===== src/rtl/adc_trig_pkg.sv =====
package adc_trig_pkg;

    typedef enum logic [1:0] {
        KIND_FREE = 2'd0,
        KIND_FLAG = 2'd1,
        KIND_SYNC = 2'd2,
        KIND_NONE = 2'd3
    } src_kind_e;

    function automatic src_kind_e classify_src(input int code, input int sync_lo,
                                               input int sync_hi, input int rsv_lo);
        if (code == 0)                              return KIND_FREE;
        else if (code >= rsv_lo)                    return KIND_NONE;
        else if (code >= sync_lo && code <= sync_hi) return KIND_SYNC;
        else                                        return KIND_FLAG;
    endfunction

endpackage


===== src/rtl/trig_ctrl_reg.sv =====
module trig_ctrl_reg #(
    parameter int SEL_W = 4,
    parameter int REG_W = 8
) (
    input  logic             clk,
    input  logic             rst_n,
    input  logic             wr_en,
    input  logic [REG_W-1:0] wr_data,
    output logic [REG_W-1:0] rd_data,
    output logic [SEL_W-1:0] sel_o,
    output logic             isrc_o,
    output logic             refpin_o,
    output logic             sel_chg_o
);
    localparam int RSV_BIT  = REG_W - 4;
    localparam int REF_BIT  = REG_W - 3;
    localparam int ISRC_BIT = REG_W - 2;
    localparam int SPR_BIT  = REG_W - 1;

    typedef struct packed {
        logic             spare;
        logic             isrc;
        logic             refpin;
        logic [SEL_W-1:0] sel;
    } ctrl_t;

    ctrl_t ctrl_d, ctrl_q;
    logic  unused_rsv;

    assign unused_rsv = wr_data[RSV_BIT];

    always_comb begin
        ctrl_d = ctrl_q;
        if (wr_en) begin
            ctrl_d.spare  = wr_data[SPR_BIT];
            ctrl_d.isrc   = wr_data[ISRC_BIT];
            ctrl_d.refpin = wr_data[REF_BIT];
            ctrl_d.sel    = wr_data[SEL_W-1:0];
        end
        if (!rst_n) ctrl_d = '0;
    end

    always_ff @(posedge clk) begin
        ctrl_q <= ctrl_d;
    end

    always_comb begin
        rd_data              = '0;
        rd_data[SPR_BIT]     = ctrl_q.spare;
        rd_data[ISRC_BIT]    = ctrl_q.isrc;
        rd_data[REF_BIT]     = ctrl_q.refpin;
        rd_data[SEL_W-1:0]   = ctrl_q.sel;
    end

    assign sel_o     = ctrl_q.sel;
    assign isrc_o    = ctrl_q.isrc;
    assign refpin_o  = ctrl_q.refpin;
    assign sel_chg_o = wr_en && (wr_data[SEL_W-1:0] != ctrl_q.sel);

    // Read-back of the last write, reserved bit forced low
    assert_readback_R2: assert property (@(posedge clk) disable iff (!rst_n)
        wr_en |=> (rd_data == ($past(wr_data) & ~(REG_W'(1) << RSV_BIT))));

endmodule


===== src/rtl/trig_edge_det.sv =====
module trig_edge_det #(
    parameter int N = 16
) (
    input  logic         clk,
    input  logic         rst_n,
    input  logic [N-1:0] evt_i,
    input  logic         clr_i,
    output logic [N-1:0] rise_o
);
    typedef struct packed {
        logic [N-1:0] hist;
        logic         vld;
    } edge_t;

    edge_t e_d, e_q;

    always_comb begin
        e_d.hist = evt_i;
        e_d.vld  = !clr_i;
        if (!rst_n) e_d = '0;
    end

    always_ff @(posedge clk) begin
        e_q <= e_d;
    end

    assign rise_o = evt_i & ~e_q.hist & {N{e_q.vld}};

    // Edge history blanks detection right after a select change
    assert_blank_after_switch_R10: assert property (@(posedge clk) disable iff (!rst_n)
        clr_i |=> (rise_o == '0));

endmodule


===== src/rtl/trig_soc_fsm.sv =====
module trig_soc_fsm
    import adc_trig_pkg::*;
#(
    parameter int SEL_W   = 4,
    parameter int N       = 16,
    parameter int SYNC_LO = 7,
    parameter int SYNC_HI = 9,
    parameter int RSV_LO  = 14
) (
    input  logic             clk,
    input  logic             rst_n,
    input  logic             auto_en,
    input  logic [SEL_W-1:0] sel_i,
    input  logic [N-1:0]     evt_i,
    input  logic [N-1:0]     rise_i,
    input  logic             conv_busy,
    input  logic             conv_done,
    output logic             soc_o
);
    typedef struct packed {
        logic soc;
        logic auto_seen;
    } fsm_t;

    fsm_t      s_d, s_q;
    src_kind_e kind;
    logic      idle;
    logic      fire;

    always_comb begin
        kind = classify_src(int'(sel_i), SYNC_LO, SYNC_HI, RSV_LO);
        idle = !conv_busy && !s_q.soc;
        fire = 1'b0;
        case (kind)
            KIND_FREE: fire = (conv_done || (!s_q.auto_seen && !conv_busy)) && !s_q.soc;
            KIND_FLAG: fire = rise_i[sel_i] && idle;
            KIND_SYNC: fire = evt_i[sel_i] && idle;
            default:   fire = 1'b0;
        endcase
        s_d.soc       = auto_en && fire;
        s_d.auto_seen = auto_en;
        if (!rst_n) s_d = '0;
    end

    always_ff @(posedge clk) begin
        s_q <= s_d;
    end

    assign soc_o = s_q.soc;

    // A flag or sync source cannot start while busy
    assert_drop_when_busy_R6: assert property (@(posedge clk) disable iff (!rst_n)
        (conv_busy && kind != KIND_FREE) |=> !soc_o);

endmodule


===== src/rtl/adc_trig_sel.sv =====
module adc_trig_sel #(
    parameter int SEL_W   = 4,
    parameter int REG_W   = 8,
    parameter int SYNC_LO = 7,
    parameter int SYNC_HI = 9,
    parameter int RSV_LO  = 14
) (
    input  logic                  clk,
    input  logic                  rst_n,
    input  logic                  reg_wr_en,
    input  logic [REG_W-1:0]      reg_wr_data,
    output logic [REG_W-1:0]      reg_rd_data,
    input  logic                  auto_en,
    input  logic [(1<<SEL_W)-1:0] evt_i,
    input  logic                  conv_busy,
    input  logic                  conv_done,
    output logic                  soc_o,
    output logic                  isrc_en_o,
    output logic                  refpin_en_o
);
    localparam int N_SRC = 1 << SEL_W;

    logic [SEL_W-1:0] sel;
    logic             sel_chg;
    logic [N_SRC-1:0] rise;

    trig_ctrl_reg #(.SEL_W(SEL_W), .REG_W(REG_W)) u_reg (
        .clk       (clk),
        .rst_n     (rst_n),
        .wr_en     (reg_wr_en),
        .wr_data   (reg_wr_data),
        .rd_data   (reg_rd_data),
        .sel_o     (sel),
        .isrc_o    (isrc_en_o),
        .refpin_o  (refpin_en_o),
        .sel_chg_o (sel_chg)
    );

    trig_edge_det #(.N(N_SRC)) u_edge (
        .clk    (clk),
        .rst_n  (rst_n),
        .evt_i  (evt_i),
        .clr_i  (sel_chg),
        .rise_o (rise)
    );

    trig_soc_fsm #(
        .SEL_W   (SEL_W),
        .N       (N_SRC),
        .SYNC_LO (SYNC_LO),
        .SYNC_HI (SYNC_HI),
        .RSV_LO  (RSV_LO)
    ) u_fsm (
        .clk       (clk),
        .rst_n     (rst_n),
        .auto_en   (auto_en),
        .sel_i     (sel),
        .evt_i     (evt_i),
        .rise_i    (rise),
        .conv_busy (conv_busy),
        .conv_done (conv_done),
        .soc_o     (soc_o)
    );

    assert_reset_clears_R1: assert property (@(posedge clk)
        !rst_n |=> (!soc_o && reg_rd_data == '0));

    assert_gated_by_enable_R3: assert property (@(posedge clk) disable iff (!rst_n)
        !auto_en |=> !soc_o);

    assert_reserved_silent_R9: assert property (@(posedge clk) disable iff (!rst_n)
        (int'(sel) >= RSV_LO) |=> !soc_o);

    assert_single_pulse_R11: assert property (@(posedge clk) disable iff (!rst_n)
        soc_o |=> !soc_o);

endmodule


===== config.mk =====
export PLATFORM = sky130hd
export DESIGN_NAME = adc_trig_sel
export DESIGN_NICKNAME = d
export VERILOG_FILES = /design/src/rtl/adc_trig_pkg.sv /design/src/rtl/trig_ctrl_reg.sv /design/src/rtl/trig_edge_det.sv /design/src/rtl/trig_soc_fsm.sv /design/src/rtl/adc_trig_sel.sv
export SDC_FILE = /design/constraint.sdc
export NUM_CORES = 1
export LEC_CHECK = 0
export BUFFER_PORTS_ARGS = -buffer_cell sky130_fd_sc_hd__buf_2
export CAP_MARGIN = 20
export CORE_ASPECT_RATIO = 1.25
export CORE_MARGIN = 2
export CORE_UTILIZATION = 40
export CTS_CLUSTER_DIAMETER = 120
export DETAILED_ROUTE_END_ITERATION = 16
export MAX_ROUTING_LAYER = met4
export PLACE_DENSITY = 0.7
export SLEW_MARGIN = 20
export SYNTH_ARGS = -nofsm -noshare
export SYNTH_HDL_FRONTEND = slang
export SYNTH_SLANG_ARGS = --single-unit

===== constraint.sdc =====
create_clock -name clk -period 2.4 [get_ports clk]
set_input_delay 0.24 -clock clk [delete_from_list [all_inputs] [get_ports clk]]
set_output_delay 0.24 -clock clk [all_outputs]
set_load 0.03 [all_outputs]

==> impl_results.md, run 1 <==
- Share of cells above drive strength 1: 27.8%
- Congestion Overflow GR: 0
- Total Wirelength: 2740 um
- Pwr/cell area: 631 mW/mm2
- Post-synthesis register bit count: 26
- Clock sinks: 26
- Routed Antenna Nets: 0
- FP Rows: 23
- Gpl congestion: 0.844
- Sequential share of the synthesized area: 38.9%
- # nets final: 214
- Worst clock skew: 4.97 ps
- Placed Area: 0.00153 mm2
- Crit path DAT: 2000 ps
- Max-slew violation count: 0
- Min Hold Slack: 178 ps
- HP Class: input pin to flop
- Ant. Diodes: 0
- Post-CTS Hold Buffers: 0
- Resize count post-CTS: 0
- RSZ-0062 raised after global routing: no
- Initial antenna violation count: 0
- Minimum clock period: 1800 ps
- Die height: 68.7 um
- Peak Freq: 0.556 GHz
- Final setup fails: 0
- Post-Syn Instances: 146
- Post-DP HPWL: 2130 um
- Worst-path clk slew: 90 ps
- Initial DRC Count: 17
- Num CTS Buffers: 3
- Ports: 41
- TritonRoute pass-1 iters: 4
- Status: finished clean
- Routed WL per cell: 12.6 um
- Max_cap viols: 0
- Syn Std Cell Area: 0.00134 mm2
- Relative slew slack: 65.3%
- Initial core utilization: 41.9%
- Worst path cell trace: nand2b_1 -> nand2_1 -> o21a_1 -> ha_1 -> nor3b_1 -> nand4b_1 -> o21ai_1
- Level count of the clock H-tree: 1
- Post-Layout Inst Area: 0.00160 mm2
- Die width: 55.7 um
- Pin count of the biggest net entering global routing: 26
- Peak VDD IR: 488 uV
- Crit Path Category: flop to flop
- Worst Tran Pin Value: 520 ps
- Critical Path End Type: flop
- P&R area growth vs syn: 19.3%
- Post-CTS setup repair buffer count: 0
- Via density per instance: 5.12
- Clock insertion delay at the later pin of the skew report: 270 ps
- Fin. Hold Viols: 0
- Total track usage: 14.8%
- Period utilization: 74.9%
- Longest Clk Path Bufs: 2
- First-pass GRT wire length: 4370 um
- Fillcell total: 301
- Pleak: 0.707 nW
- Total power: 1.01 mW
- Number of buffer cells added on primary ports: 38
- Area of the core: 0.00319 mm2
- Cell variety after synth: 37
- Slowest CP cell: dfxtp_1
- Crit start category: flop
- Residual DRC: 0
- Vias in the first global route: 1045
- Vias: 1110
- Syn nets: 179
- Worst Path Max Fanout: 16
- Total negative setup slack: 0 ps
- Clk root buf: clkbuf_8
- Die area: 0.00383 mm2
- Syn Area/Cell: 9.17 um2
- Synth warn: 0
- CTS tree: done
- Critical Path RT: 2610 ps
- Critical path's largest stage delay: 660 ps
==> metrics by stage <==
step                      util, %  setup WS (ps)  std cells
after floorplan                 -            536        146
after global placement       47.8            688        213
after detailed placement     47.8            607        213
after CTS                    50.0            584        217
after global routing         50.0            436        217
final                        50.0            603        217
==> worst paths after layout <==
check | from | end | slack [ps] | cells after the start
hold reg to reg | u_reg.rd_data[7]$_SDFFE_PN0P_ | u_reg.rd_data[7]$_SDFFE_PN0P_ | 530 | 2
hold / removal | evt_i[15] | u_edge.e_q[16]$_SDFF_PN0_ | 180 | 2
setup / recovery | u_reg.sel_o[3]$_SDFFE_PN0P_ | u_fsm.soc_o$_SDFF_PN0_ | 600 | 7
setup reg to reg | u_reg.sel_o[3]$_SDFFE_PN0P_ | u_fsm.soc_o$_SDFF_PN0_ | 600 | 7
==> critical path, delay by kind of cell (launching register included) <==
kind            cells  cell delay [ps]
fa+ha+maj           1              190
flops               1              660
simple gates        4              640
compound gates      2              240
==> sequential cells by signal, indices dropped and copies added, names as in the netlist <==
name,flops
u_edge.e_q,17
u_fsm.s_q,1
u_fsm.soc_o,1
u_reg.isrc_o,1
u_reg.rd_data,1
u_reg.refpin_o,1
u_reg.sel_o,4
==> layout make-up <==
cell class / count / area, um2 / area share [%]
Clock inverter: 1 / 30.0 / 1.88
Multi-Input combinational cell: 100 / 709 / 44.4
Inverter: 8 / 30.0 / 1.88
Tap cell: 37 / 46.3 / 2.90
Clock buffer: 3 / 41.3 / 2.58
Sequential cell: 26 / 520 / 32.6
Timing Repair Buffer: 42 / 220 / 13.8
==> metal layers <==
metal  vias to the layer above  global-route usage (%)  part of all wire, %
li1                        563                       -                    -
met1                       518                    16.7                   45
met2                        25                    26.3                   51
met3                         4                    2.24                  3.4
met4                         0                    6.40                  1.1
met5                         -                       -                    0
==> logic make-up after synthesis <==
| logic type | after synthesis | synth area share (%) |
|---|---|---|
| buffers and inverters | 20 | 8.13 |
| adders and majority gates | 3 | 2.80 |
| AOI/OAI and AO/OA | 22 | 12.6 |
| other | 1 | 0.280 |
| muxes | 9 | 8.60 |
| and+or+nand+nor | 61 | 26.1 |
| xor gates and xnor gates | 4 | 2.62 |
| DFF | 26 | 38.9 |
==> power by group <==
group / leakage (nW) / switching [mW] / internal, mW
Combinational: 0.455 / 0.0921 / 0.0819
Sequential: 0.216 / 0.0191 / 0.456
Clock: 0.0357 / 0.137 / 0.223
Total: 0.707 / 0.248 / 0.761
==> Yosys cell counts <==
library cell  instances  area share [%]
o21a_1                1            0.56
nor4_1                2            0.93
dfxtp_1              26              39
nor2b_1              12             5.6
and2_1               18             8.4
nor4b_1               1            0.65
o31ai_1               1            0.56
conb_1                1            0.28
mux4_2                2             3.4
a31oi_1               2            0.93
nand2_1              13             3.6
o21ai_1               2            0.75
nor2_1                2            0.56
nand2b_1              4             1.9
o211ai_1              2             1.1
buf_6                 1            0.84
a21boi_0              1            0.56
o32ai_1               3             2.0
nand4_1               2            0.93
clkbuf_1              4             1.1
o311ai_2              2             2.4
o22ai_1               2            0.93
inv_1                 8             2.2
buf_4                 3             1.7
ha_1                  3             2.8
nor3_1                2            0.75
buf_2                 3             1.1
o21ai_0               4             1.5
mux2i_1               7             5.2
o2111ai_1             1            0.65
nand3_1               1            0.37
nor3b_1               1            0.56
o221ai_1              1            0.65
nand4b_1              1            0.65
buf_8                 1             1.1
xnor2_1               4             2.6
nand3b_1              2             1.1
==> cells in the final DEF, fill, tap and decap left out, types with 3 or more instances in the layout <==
cell type	synthesis	final
and2_1	18	18
buf_2	3	38
buf_4	3	4
clkbuf_8	0	3
dfxtp_1	26	26
ha_1	3	3
inv_1	8	8
mux2i_1	7	7
nand2_1	13	13
nand2b_1	4	4
nor2b_1	12	12
o21ai_0	4	4
o32ai_1	3	3
xnor2_1	4	4
Power figures use the tool's default switching activity.
==> inputs of run 2 (changes only) <==
Clock period 2.4 ns to 1.8 ns, I/O delays scaled along.
==> run 2 against run 1 <==
Effect of this change:
- critical path depth down 2
- wire length up 0.98%
- utilization up 0.078 points
==> impl_results.md, run 2 (synthesis gave the netlist of run 1 again) <==
- Status: finished clean (unchanged)
- Ant. Diodes: 0 (unchanged)
- Clk root buf: clkbuf_8 (unchanged)
- Vias: 1115 (was 1110)
- Gpl congestion: 0.818 (was 0.844)
- Commonest non-fill, non-tap cell in the layout: buf_2 (unchanged)
- Total Wirelength: 2770 um (was 2740 um)
- Vias in the first global route: 987 (was 1045)
- Layout Utilization: 50.1% (was 50.0%)
- Worst Path Max Fanout: 7 (was 16)
- Peak VDD IR: 493 uV (was 488 uV)
- Post-CTS setup repair buffer count: 0 (unchanged)
- Min Hold Slack: 125 ps (was 178 ps)
- Area of the core: 0.00319 mm2 (unchanged)
- Pleak: 0.712 nW (was 0.707 nW)
- Initial antenna violation count: 0 (unchanged)
- Biggest register: u_edge.e_q (unchanged)
- WHS Endpoint: u_edge.e_q[13]$_SDFF_PN0_ (was u_edge.e_q[16]$_SDFF_PN0_)
- TritonRoute pass-1 iters: 4 (unchanged)
- Period utilization: 92.5% (was 74.9%)
- Initial DRC Count: 26 (was 17)
- P&R area growth vs syn: 19.5% (was 19.3%)
- Reg-to-Reg End: u_fsm.soc_o$_SDFF_PN0_ (unchanged)
- Die height: 68.7 um (unchanged)
- Setup WS pre-CTS: 142 ps (was 607 ps)
- Num CTS Buffers: 3 (unchanged)
- Max-slew violation count: 0 (unchanged)
- Pin count of the biggest net entering global routing: 26 (unchanged)
- Fin. Hold Viols: 0 (unchanged)
- Ports: 41 (unchanged)
- HP Class: input pin to flop (unchanged)
- Total track usage: 14.8% (about the same)
- Routed WL per cell: 12.6 um (about the same)
- Crit Path Category: flop to flop (unchanged)
- Total negative setup slack: 0 ps (unchanged)
- Longest Clk Path Bufs: 2 (unchanged)
- Peak Freq: 0.601 GHz (was 0.556 GHz)
- Share of cells above drive strength 1: 30.2% (was 27.8%)
- Crit start category: flop (unchanged)
- Routed Antenna Nets: 0 (unchanged)
- # nets final: 216 (was 214)
- Hold Path Cell Cnt: 2 (unchanged)
- Worst-path clk slew: 90 ps (about the same)
- Reg2Reg Depth: 5 (was 7)
- CTS tree: done (unchanged)
- Die width: 55.7 um (unchanged)
- Post-CTS Hold Buffers: 0 (unchanged)
- Via density per instance: 5.09 (was 5.12)
- Minimum clock period: 1660 ps (was 1800 ps)
- Register Area: 524 um2 (was 520 um2)
- R2R Setup Slk: 140 ps (was 600 ps)
- First-pass GRT wire length: 4340 um (was 4370 um)
- Final setup fails: 0 (unchanged)
- Post-Layout Inst Area: 0.00160 mm2 (about the same)
- Worst clock skew: 2.90 ps (was 4.97 ps)
- HP Start: evt_i[12] (was evt_i[15])
- Final worst slack: 135 ps (was 603 ps)
- Die area: 0.00383 mm2 (unchanged)
- Max reg flops: 17 (unchanged)
- Clock insertion delay at the later pin of the skew report: 270 ps (about the same)
- Initial core utilization: 41.9% (unchanged)
- Placed Area: 0.00154 mm2 (was 0.00153 mm2)
- Post-DP HPWL: 2180 um (was 2130 um)
- Critical Path RT: 1960 ps (was 2610 ps)
- RSZ-0062 raised after global routing: no (unchanged)
- FF-to-FF Start: u_reg.sel_o[0]$_SDFFE_PN0P_ (was u_reg.sel_o[3]$_SDFFE_PN0P_)
- Crit path DAT: 1820 ps (was 2000 ps)
- Critical Path End Type: flop (unchanged)
- Commonest cells after routing, fill and taps aside: 38 x buf_2, 23 x dfxtp_1, 18 x and2_1 (was 38 x buf_2, 26 x dfxtp_1, 18 x and2_1)
- Number of buffer cells added on primary ports: 38 (unchanged)
- Pwr/cell area: 775 mW/mm2 (was 631 mW/mm2)
- Multi-input logic area: 709 um2 (unchanged)
- Level count of the clock H-tree: 1 (unchanged)
- Congestion Overflow GR: 0 (unchanged)
- FP Rows: 23 (unchanged)
- Fillcell total: 312 (was 301)
- Clock sinks: 26 (unchanged)
- Residual DRC: 0 (unchanged)
- Max_cap viols: 0 (unchanged)
-- run 2: cell type report --
class,count,area share (%)
flip-flops and latches,26,32.8
inverters,8,1.88
multi-input cells,100,44.3
well taps,37,2.89
repair buffers,44,14.7
clock buffers,4,3.44
-- run 2: layer usage --
metal | global-route usage [%] | routed length [um]
met1 | 17.8 | 1210
met3 | 1.68 | 108
met5 | - | 0
met4 | 6.40 | 30
met2 | 25.4 | 1430
-- run 2: stage by stage --
stage | power (mW) | std cells
4_1_cts | 1.25 | 219
3_3_place_gp | 0.876 | 215
6_report | 1.24 | 219
5_1_grt | 1.30 | 219
2_1_floorplan | 0.808 | 146
3_5_place_dp | 0.882 | 215
-- run 2: how the worst max path moves through the flow --
stage	end	slack [ps]	start
finish	u_fsm.soc_o$_SDFF_PN0_	140	u_reg.sel_o[0]$_SDFFE_PN0P_
CTS	u_fsm.soc_o$_SDFF_PN0_	80	u_reg.sel_o[2]$_SDFFE_PN0P_
floorplan	u_fsm.soc_o$_SDFF_PN0_	10	u_reg.sel_o[0]$_SDFFE_PN0P_
global placement	u_fsm.soc_o$_SDFF_PN0_	170	u_reg.sel_o[0]$_SDFFE_PN0P_
global route	u_fsm.soc_o$_SDFF_PN0_	7	u_reg.sel_o[1]$_SDFFE_PN0P_
detailed placement	u_fsm.soc_o$_SDFF_PN0_	140	u_reg.sel_o[2]$_SDFFE_PN0P_
-- run 2: worst max-delay path, stage by stage (launching register included) --
cell       delay (ps)
dfxtp_1           490
mux4_2            540
o2111ai_1         220
o211ai_1          130
nand4b_1          120
o21ai_1            60
-- run 2: repair_timing --
item,CTS,global route
resized for setup,0,1
setup endpoints to repair,0,1
endpoints found under the hold margin,0,0
-- run 2: report_power, final --
part           switching [mW]  internal (mW)  leakage (nW)
registers              0.0219          0.608         0.217
clock network           0.176          0.195        0.0288
logic                   0.126          0.112         0.466
